--- config.mk ---
export PLATFORM = sky130hd
export DESIGN_NAME = record_sibling_prefetch
export DESIGN_NICKNAME = d
export VERILOG_FILES = /design/src/rtl/rsp_pkg.sv /design/src/rtl/rsp_cfg_regs.sv /design/src/rtl/rsp_trigger.sv /design/src/rtl/rsp_slot.sv /design/src/rtl/record_sibling_prefetch.sv
export SDC_FILE = /design/constraint.sdc
export NUM_CORES = 1
export LEC_CHECK = 0
export CORE_MARGIN = 10
export CORE_UTILIZATION = 45
export DETAILED_ROUTE_END_ITERATION = 8
export GPL_TIMING_DRIVEN = 0
export PLACE_DENSITY = 0.77
export SLEW_MARGIN = 20
export SYNTH_ARGS = -nofsm -noshare
export SYNTH_HDL_FRONTEND = slang
export SYNTH_SLANG_ARGS = --single-unit
--- constraint.sdc ---
create_clock -name clk -period 3.85 [get_ports clk]
set_clock_uncertainty 0.1 [all_clocks]
set_input_delay 0.77 -clock clk [delete_from_list [all_inputs] [get_ports clk]]
set_output_delay 0.77 -clock clk [all_outputs]
set_load 0.005 [all_outputs]
--- src/rtl/rsp_pkg.sv ---
package rsp_pkg;
  typedef enum logic [1:0] {
    SEL_LO   = 2'd0,
    SEL_HI   = 2'd1,
    SEL_CTRL = 2'd2,
    SEL_NONE = 2'd3
  } cfg_sel_e;
endpackage

--- src/rtl/rsp_cfg_regs.sv ---
module rsp_cfg_regs #(
  parameter int VA_W = 32
) (
  input  logic            clk,
  input  logic            rst_n,
  input  logic            we,
  input  logic [1:0]      sel,
  input  logic [VA_W-1:0] wdata,
  output logic [VA_W-1:0] lo_bound,
  output logic [VA_W-1:0] hi_bound,
  output logic            gen_on
);
  import rsp_pkg::*;

  cfg_sel_e sel_e;
  assign sel_e = cfg_sel_e'(sel);

  always_ff @(posedge clk) begin
    if (!rst_n) begin
      lo_bound <= '0;
      hi_bound <= '0;
      gen_on   <= 1'b0;
    end else if (we) begin
      case (sel_e)
        SEL_LO:   lo_bound <= wdata;
        SEL_HI:   hi_bound <= wdata;
        SEL_CTRL: gen_on   <= wdata[0];
        default:  ;
      endcase
    end
  end
endmodule

--- src/rtl/rsp_trigger.sv ---
module rsp_trigger #(
  parameter int VA_W      = 32,
  parameter int PA_W      = 32,
  parameter int LINE_BITS = 5
) (
  input  logic            lk_valid,
  input  logic            lk_read,
  input  logic            lk_miss,
  input  logic [VA_W-1:0] lk_vaddr,
  input  logic [PA_W-1:0] lk_paddr,
  input  logic [VA_W-1:0] lo_bound,
  input  logic [VA_W-1:0] hi_bound,
  input  logic            gen_on,
  output logic            read_miss,
  output logic            in_window,
  output logic            trig,
  output logic [PA_W-1:0] comp_addr
);
  function automatic logic window_hit(input logic [VA_W-1:0] va,
                                      input logic [VA_W-1:0] lo,
                                      input logic [VA_W-1:0] hi);
    return (va >= lo) && (va < hi);
  endfunction

  function automatic logic [PA_W-1:0] sibling_of(input logic [PA_W-1:0] pa);
    logic [PA_W-1:0] r;
    r = pa;
    r[LINE_BITS] = ~pa[LINE_BITS];
    r[LINE_BITS-1:0] = '0;
    return r;
  endfunction

  assign read_miss = lk_valid && lk_read && lk_miss;
  assign in_window = window_hit(lk_vaddr, lo_bound, hi_bound);
  assign trig      = read_miss && in_window && gen_on;
  assign comp_addr = sibling_of(lk_paddr);
endmodule

--- src/rtl/rsp_slot.sv ---
module rsp_slot #(
  parameter int PA_W      = 32,
  parameter int LINE_BITS = 5,
  parameter int DROP_W    = 8
) (
  input  logic              clk,
  input  logic              rst_n,
  input  logic              trig,
  input  logic [PA_W-1:0]   comp_addr,
  input  logic              pf_ready,
  output logic              pf_valid,
  output logic [PA_W-1:0]   pf_addr,
  output logic [DROP_W-1:0] drop_count
);
  localparam logic [DROP_W-1:0] DROP_MAX = '1;

  logic busy, load_ev, merge_ev, drop_ev, pop_ev;

  assign pop_ev   = pf_valid && pf_ready;
  assign busy     = pf_valid && !pf_ready;
  assign load_ev  = trig && !busy;
  assign merge_ev = trig && busy && (comp_addr == pf_addr);
  assign drop_ev  = trig && busy && (comp_addr != pf_addr);

  always_ff @(posedge clk) begin
    if (!rst_n) begin
      pf_valid <= 1'b0;
      pf_addr  <= '0;
    end else if (load_ev) begin
      pf_valid <= 1'b1;
      pf_addr  <= comp_addr;
    end else if (pop_ev) begin
      pf_valid <= 1'b0;
    end
  end

  always_ff @(posedge clk) begin
    if (!rst_n)
      drop_count <= '0;
    else if (drop_ev && drop_count != DROP_MAX)
      drop_count <= drop_count + 1'b1;
  end

  assert_hold_stall_R7: assert property (@(posedge clk) disable iff (!rst_n)
    (pf_valid && !pf_ready) |=> (pf_valid && $stable(pf_addr)));

  assert_drop_step_R8: assert property (@(posedge clk) disable iff (!rst_n)
    (drop_count == $past(drop_count)) || (drop_count == $past(drop_count) + 1'b1));

  assert_line_aligned_R5: assert property (@(posedge clk) disable iff (!rst_n)
    pf_valid |-> (pf_addr[LINE_BITS-1:0] == '0));

  assert_merge_quiet_R9: assert property (@(posedge clk) disable iff (!rst_n)
    merge_ev |=> ($stable(drop_count) && $stable(pf_addr) && pf_valid));
endmodule

--- src/rtl/record_sibling_prefetch.sv ---
module record_sibling_prefetch #(
  parameter int VA_W      = 32,
  parameter int PA_W      = 32,
  parameter int LINE_BITS = 5,
  parameter int DROP_W    = 8
) (
  input  logic              clk,
  input  logic              rst_n,
  input  logic              cfg_we,
  input  logic [1:0]        cfg_sel,
  input  logic [VA_W-1:0]   cfg_wdata,
  input  logic              lk_valid,
  input  logic              lk_read,
  input  logic              lk_miss,
  input  logic [VA_W-1:0]   lk_vaddr,
  input  logic [PA_W-1:0]   lk_paddr,
  input  logic              pf_ready,
  output logic              pf_valid,
  output logic [PA_W-1:0]   pf_addr,
  output logic [DROP_W-1:0] drop_count
);
  logic [VA_W-1:0] lo_bound, hi_bound;
  logic            gen_on;
  logic            read_miss, in_window, trig;
  logic [PA_W-1:0] comp_addr;

  rsp_cfg_regs #(.VA_W(VA_W)) u_cfg (
    .clk(clk), .rst_n(rst_n), .we(cfg_we), .sel(cfg_sel), .wdata(cfg_wdata),
    .lo_bound(lo_bound), .hi_bound(hi_bound), .gen_on(gen_on)
  );

  rsp_trigger #(.VA_W(VA_W), .PA_W(PA_W), .LINE_BITS(LINE_BITS)) u_trig (
    .lk_valid(lk_valid), .lk_read(lk_read), .lk_miss(lk_miss),
    .lk_vaddr(lk_vaddr), .lk_paddr(lk_paddr),
    .lo_bound(lo_bound), .hi_bound(hi_bound), .gen_on(gen_on),
    .read_miss(read_miss), .in_window(in_window), .trig(trig),
    .comp_addr(comp_addr)
  );

  rsp_slot #(.PA_W(PA_W), .LINE_BITS(LINE_BITS), .DROP_W(DROP_W)) u_slot (
    .clk(clk), .rst_n(rst_n), .trig(trig), .comp_addr(comp_addr),
    .pf_ready(pf_ready), .pf_valid(pf_valid), .pf_addr(pf_addr),
    .drop_count(drop_count)
  );

  assert_hit_quiet_R3: assert property (@(posedge clk) disable iff (!rst_n)
    (!pf_valid && !read_miss) |=> !pf_valid);

  assert_window_quiet_R4: assert property (@(posedge clk) disable iff (!rst_n)
    (!pf_valid && !in_window) |=> !pf_valid);

  assert_off_quiet_R6: assert property (@(posedge clk) disable iff (!rst_n)
    (!pf_valid && !gen_on) |=> !pf_valid);
endmodule

==> summary.txt <==
Status: completed
Finish-stage setup viols: 0
Worst-margin pin slew: 558.6 ps
Part of the Yosys area used for sequential elements: 36.05%
GR Overflow Total: 0
Worst-path fanout max: 10
Rows: 40
Clock Latency Late Sink: 350 ps
DR pass1 iterations: 4
Power Total: 0.002333 W
Routed len/inst: 15.17 um
Number of gates resized after cts: 0
Largest net degree at the start of global routing: 15
Tmin final: 3585 ps
# DRC: 0
Clock-pin slew on the worst setup and hold paths: 70 ps
Top-Level Pins: 146
Max H-tree Level: 3
Fin cells: 1019
Buffers and inverters on the worst path: 3
CTS tree: done
Compound-Gate Fraction of Synth Area: 12.09%
CTS Sinks: 101
All-Layer GR Usage: 17.75%
Peak supply drop: 0.2161 mV
Largest family of logic cells by synthesized area: simple AND/OR/NAND/NOR gates
CP required: 3980 ps
Crit end category: flop
Mux cell area share after synthesis: 5.354%
Mean area per synthesized cell: 8.071 um2
R2R Setup Slk: 810 ps
Final Max Slew Viols: 0
Synthesized-area fraction occupied by xor and xnor cells: 4.372%
Clock buffer depth: 2
Leak: 2.985 nW
Area grow syn2layout: 33.53%
Die X: 131.6 um
Hold path start: u_cfg.hi_bound[13]
Fraction of registers with async set/reset: 0%
Synthesized area: 0.005609 mm2
Layout cells sized above 1: 3.412%
Min-Delay Path Class: reg2reg
Synth cell types: 47
Hold WS: 351.7 ps
Yosys reg bits: 101
Top cell family by delay on the critical path: compound AO/OA/AOI/OAI gates
Synth Instances: 695
First-pass GRT wire length: 25.25 mm
I/O Buffers: 135
Vias/cell: 4.906
CTS root buffer: clkbuf_16
Setup TNS: 0 ps
Final HPWL DP: 12.11 mm
Core area: 0.01211 mm2
Max-cap violations: 0
Number of synthesized flops with an enable pin: 0
Fin crit share: 93.13%
Worst relative slew slack: 62.68%
Ys flop type: dfxtp_1
YS warnings: 0
Initial antenna violation count: 1
Final hold violation count: 0
Post-CTS Setup Inserts: 0
Simple-gate share of the synthesized area: 19.43%
Crit path DAT: 3710 ps
Routability cong.: 0.8433
Die Height: 131.6 um
RSZ-0062 raised after global routing: false
Crit-path cells: clkdlybuf4s50_1, ha_1, a21oi_1, a211oi_1, a2111oi_1, o21ai_1, a2111oi_4, or3_1, buf_6, buf_12, mux2i_1, nor2_1
Nets: 1014
Initial core utilization: 46.31%
Worst hold endpoint: u_cfg.hi_bound[13]
Worst r2r src: u_cfg.lo_bound[15]
Post-route ant nets: 0
Fill cells: 1141
Drt initial violations: 331
Worst path max stage delay: 460 ps
Power Density: 311.5 mW/mm2
Upper clock frequency limit: 0.2789 GHz
Worst reg2reg endpoint: u_slot.pf_addr[13]
Routed wire length: 15.46 mm
Critical-path top delay cell: clkdlybuf4s50_1
Startpoint Class: input pin
Die area: 0.01733 mm2
Cts hold-fix bufs: 0
Via Count: 4999
Crit Path Class: in2reg
Dpl cells: 1002
Number of global-route vias before repair: 5100
Worst-case reg-to-reg path depth: 12
Core Util, Final: 61.84%
Worst hold stages: 2
CTS buffer count: 9
Synth Area in Adders: 14.28%
-- sequential cells by signal (all words and copies together) (netlist names) --
register           cells
u_cfg.lo_bound        32
u_slot.drop_count      8
u_cfg.hi_bound        32
u_slot.pf_valid        1
u_slot.pf_addr        27
u_cfg.gen_on           1
-- per-stage QoR --
stage	setup slack (ps)	instance area, um2
after floorplan	746.2	5624
after global placement	-339.8	7186
after global routing	70.98	7487
final	264.6	7490
after CTS	41.13	7473
after detailed placement	-302.4	7186
-- cells by family (layout without fill, tap and decap cells) --
family / Yosys count / in the layout
AOI/OAI and AO/OA: 122 / 122
other: 1 / 6
DFF: 101 / 101
xor gates and xnor gates: 28 / 28
buffers and inverters: 102 / 253
and+or+nand+nor: 247 / 247
adders and majority gates: 64 / 64
muxes: 30 / 30
-- cell usage after synthesis, drive strengths merged, types with 4 or more instances --
master  number  area share, %
nand2      147            9.8
dfxtp      101             36
a21oi       91            8.1
inv         68            4.6
ha          64             14
nor2        37            2.5
mux2i       30            5.4
clkbuf      21            1.4
xnor2       16            2.5
nand4       15            1.7
o21ai       13            1.2
xor2        12            1.9
and3        11            1.3
buf         11            2.1
nand3        8           0.71
nor3         6           0.54
nand2b       5           0.56
nor4         4           0.45
-- layout by cell type, fill, tap and decap left out, types with 15 or more instances in the layout --
cell | synthesis | final
a21oi_1 | 91 | 91
clkbuf_1 | 21 | 26
clkdlybuf4s50_1 | 0 | 135
dfxtp_1 | 101 | 101
ha_1 | 64 | 64
inv_1 | 68 | 68
mux2i_1 | 30 | 30
nand2_1 | 147 | 147
nand4_1 | 15 | 15
nor2_1 | 37 | 37
xnor2_1 | 16 | 16
-- final cells by class --
| type | instances | area [um2] | share of cell area (%) |
|---|---|---|---|
| well taps | 168 | 210.2 | 2.807 |
| inverters | 68 | 255.2 | 3.408 |
| multi-input cells | 496 | 3147 | 42.01 |
| clock inverters | 1 | 30.03 | 0.4009 |
| repair buffers | 135 | 1351 | 18.04 |
| flip-flops and latches | 101 | 2022 | 27.00 |
| diodes | 1 | 2.502 | 0.03341 |
| plain buffers | 34 | 214.0 | 2.857 |
| clock buffers | 15 | 257.7 | 3.441 |
-- worst max path at each step --
stage | cells after the start | end | slack, ps | startpoint
2_1_floorplan | 10 | u_slot.pf_addr[5] | 750 | lk_vaddr[27]
3_3_place_gp | 12 | u_slot.pf_addr[19] | -340 | lk_vaddr[13]
3_5_place_dp | 12 | u_slot.pf_addr[12] | -300 | lk_vaddr[13]
4_1_cts | 12 | u_slot.pf_addr[12] | 40 | lk_vaddr[7]
5_1_grt | 12 | u_slot.pf_addr[16] | 70 | lk_vaddr[7]
6_report | 12 | u_slot.pf_addr[13] | 260 | lk_vaddr[7]
-- metal layers --
layer | track usage [%] | vias up | share of wire, %
li1 | - | 2612 | -
met1 | 19.57 | 2240 | 42
met2 | 29.92 | 130 | 47
met3 | 8.384 | 17 | 8.7
met4 | 4.821 | 0 | 1.7
met5 | 0 | - | 0
-- worst min-delay path, cell delays in order (launching register included) --
cell and delay (ps):
dfxtp_1 310, nand2_1 50, a21oi_1 50
-- where the power goes --
part / switching, W / leakage, nW / internal [W] / total, W
Sequential: 0.0000113 / 0.818 / 0.00107 / 0.00108
Combinational: 0.000168 / 2.03 / 0.000183 / 0.000352
Clock: 0.000379 / 0.138 / 0.000524 / 0.000902
Total: 0.000558 / 2.98 / 0.00177 / 0.00233
Power figures use the tool's default switching activity.
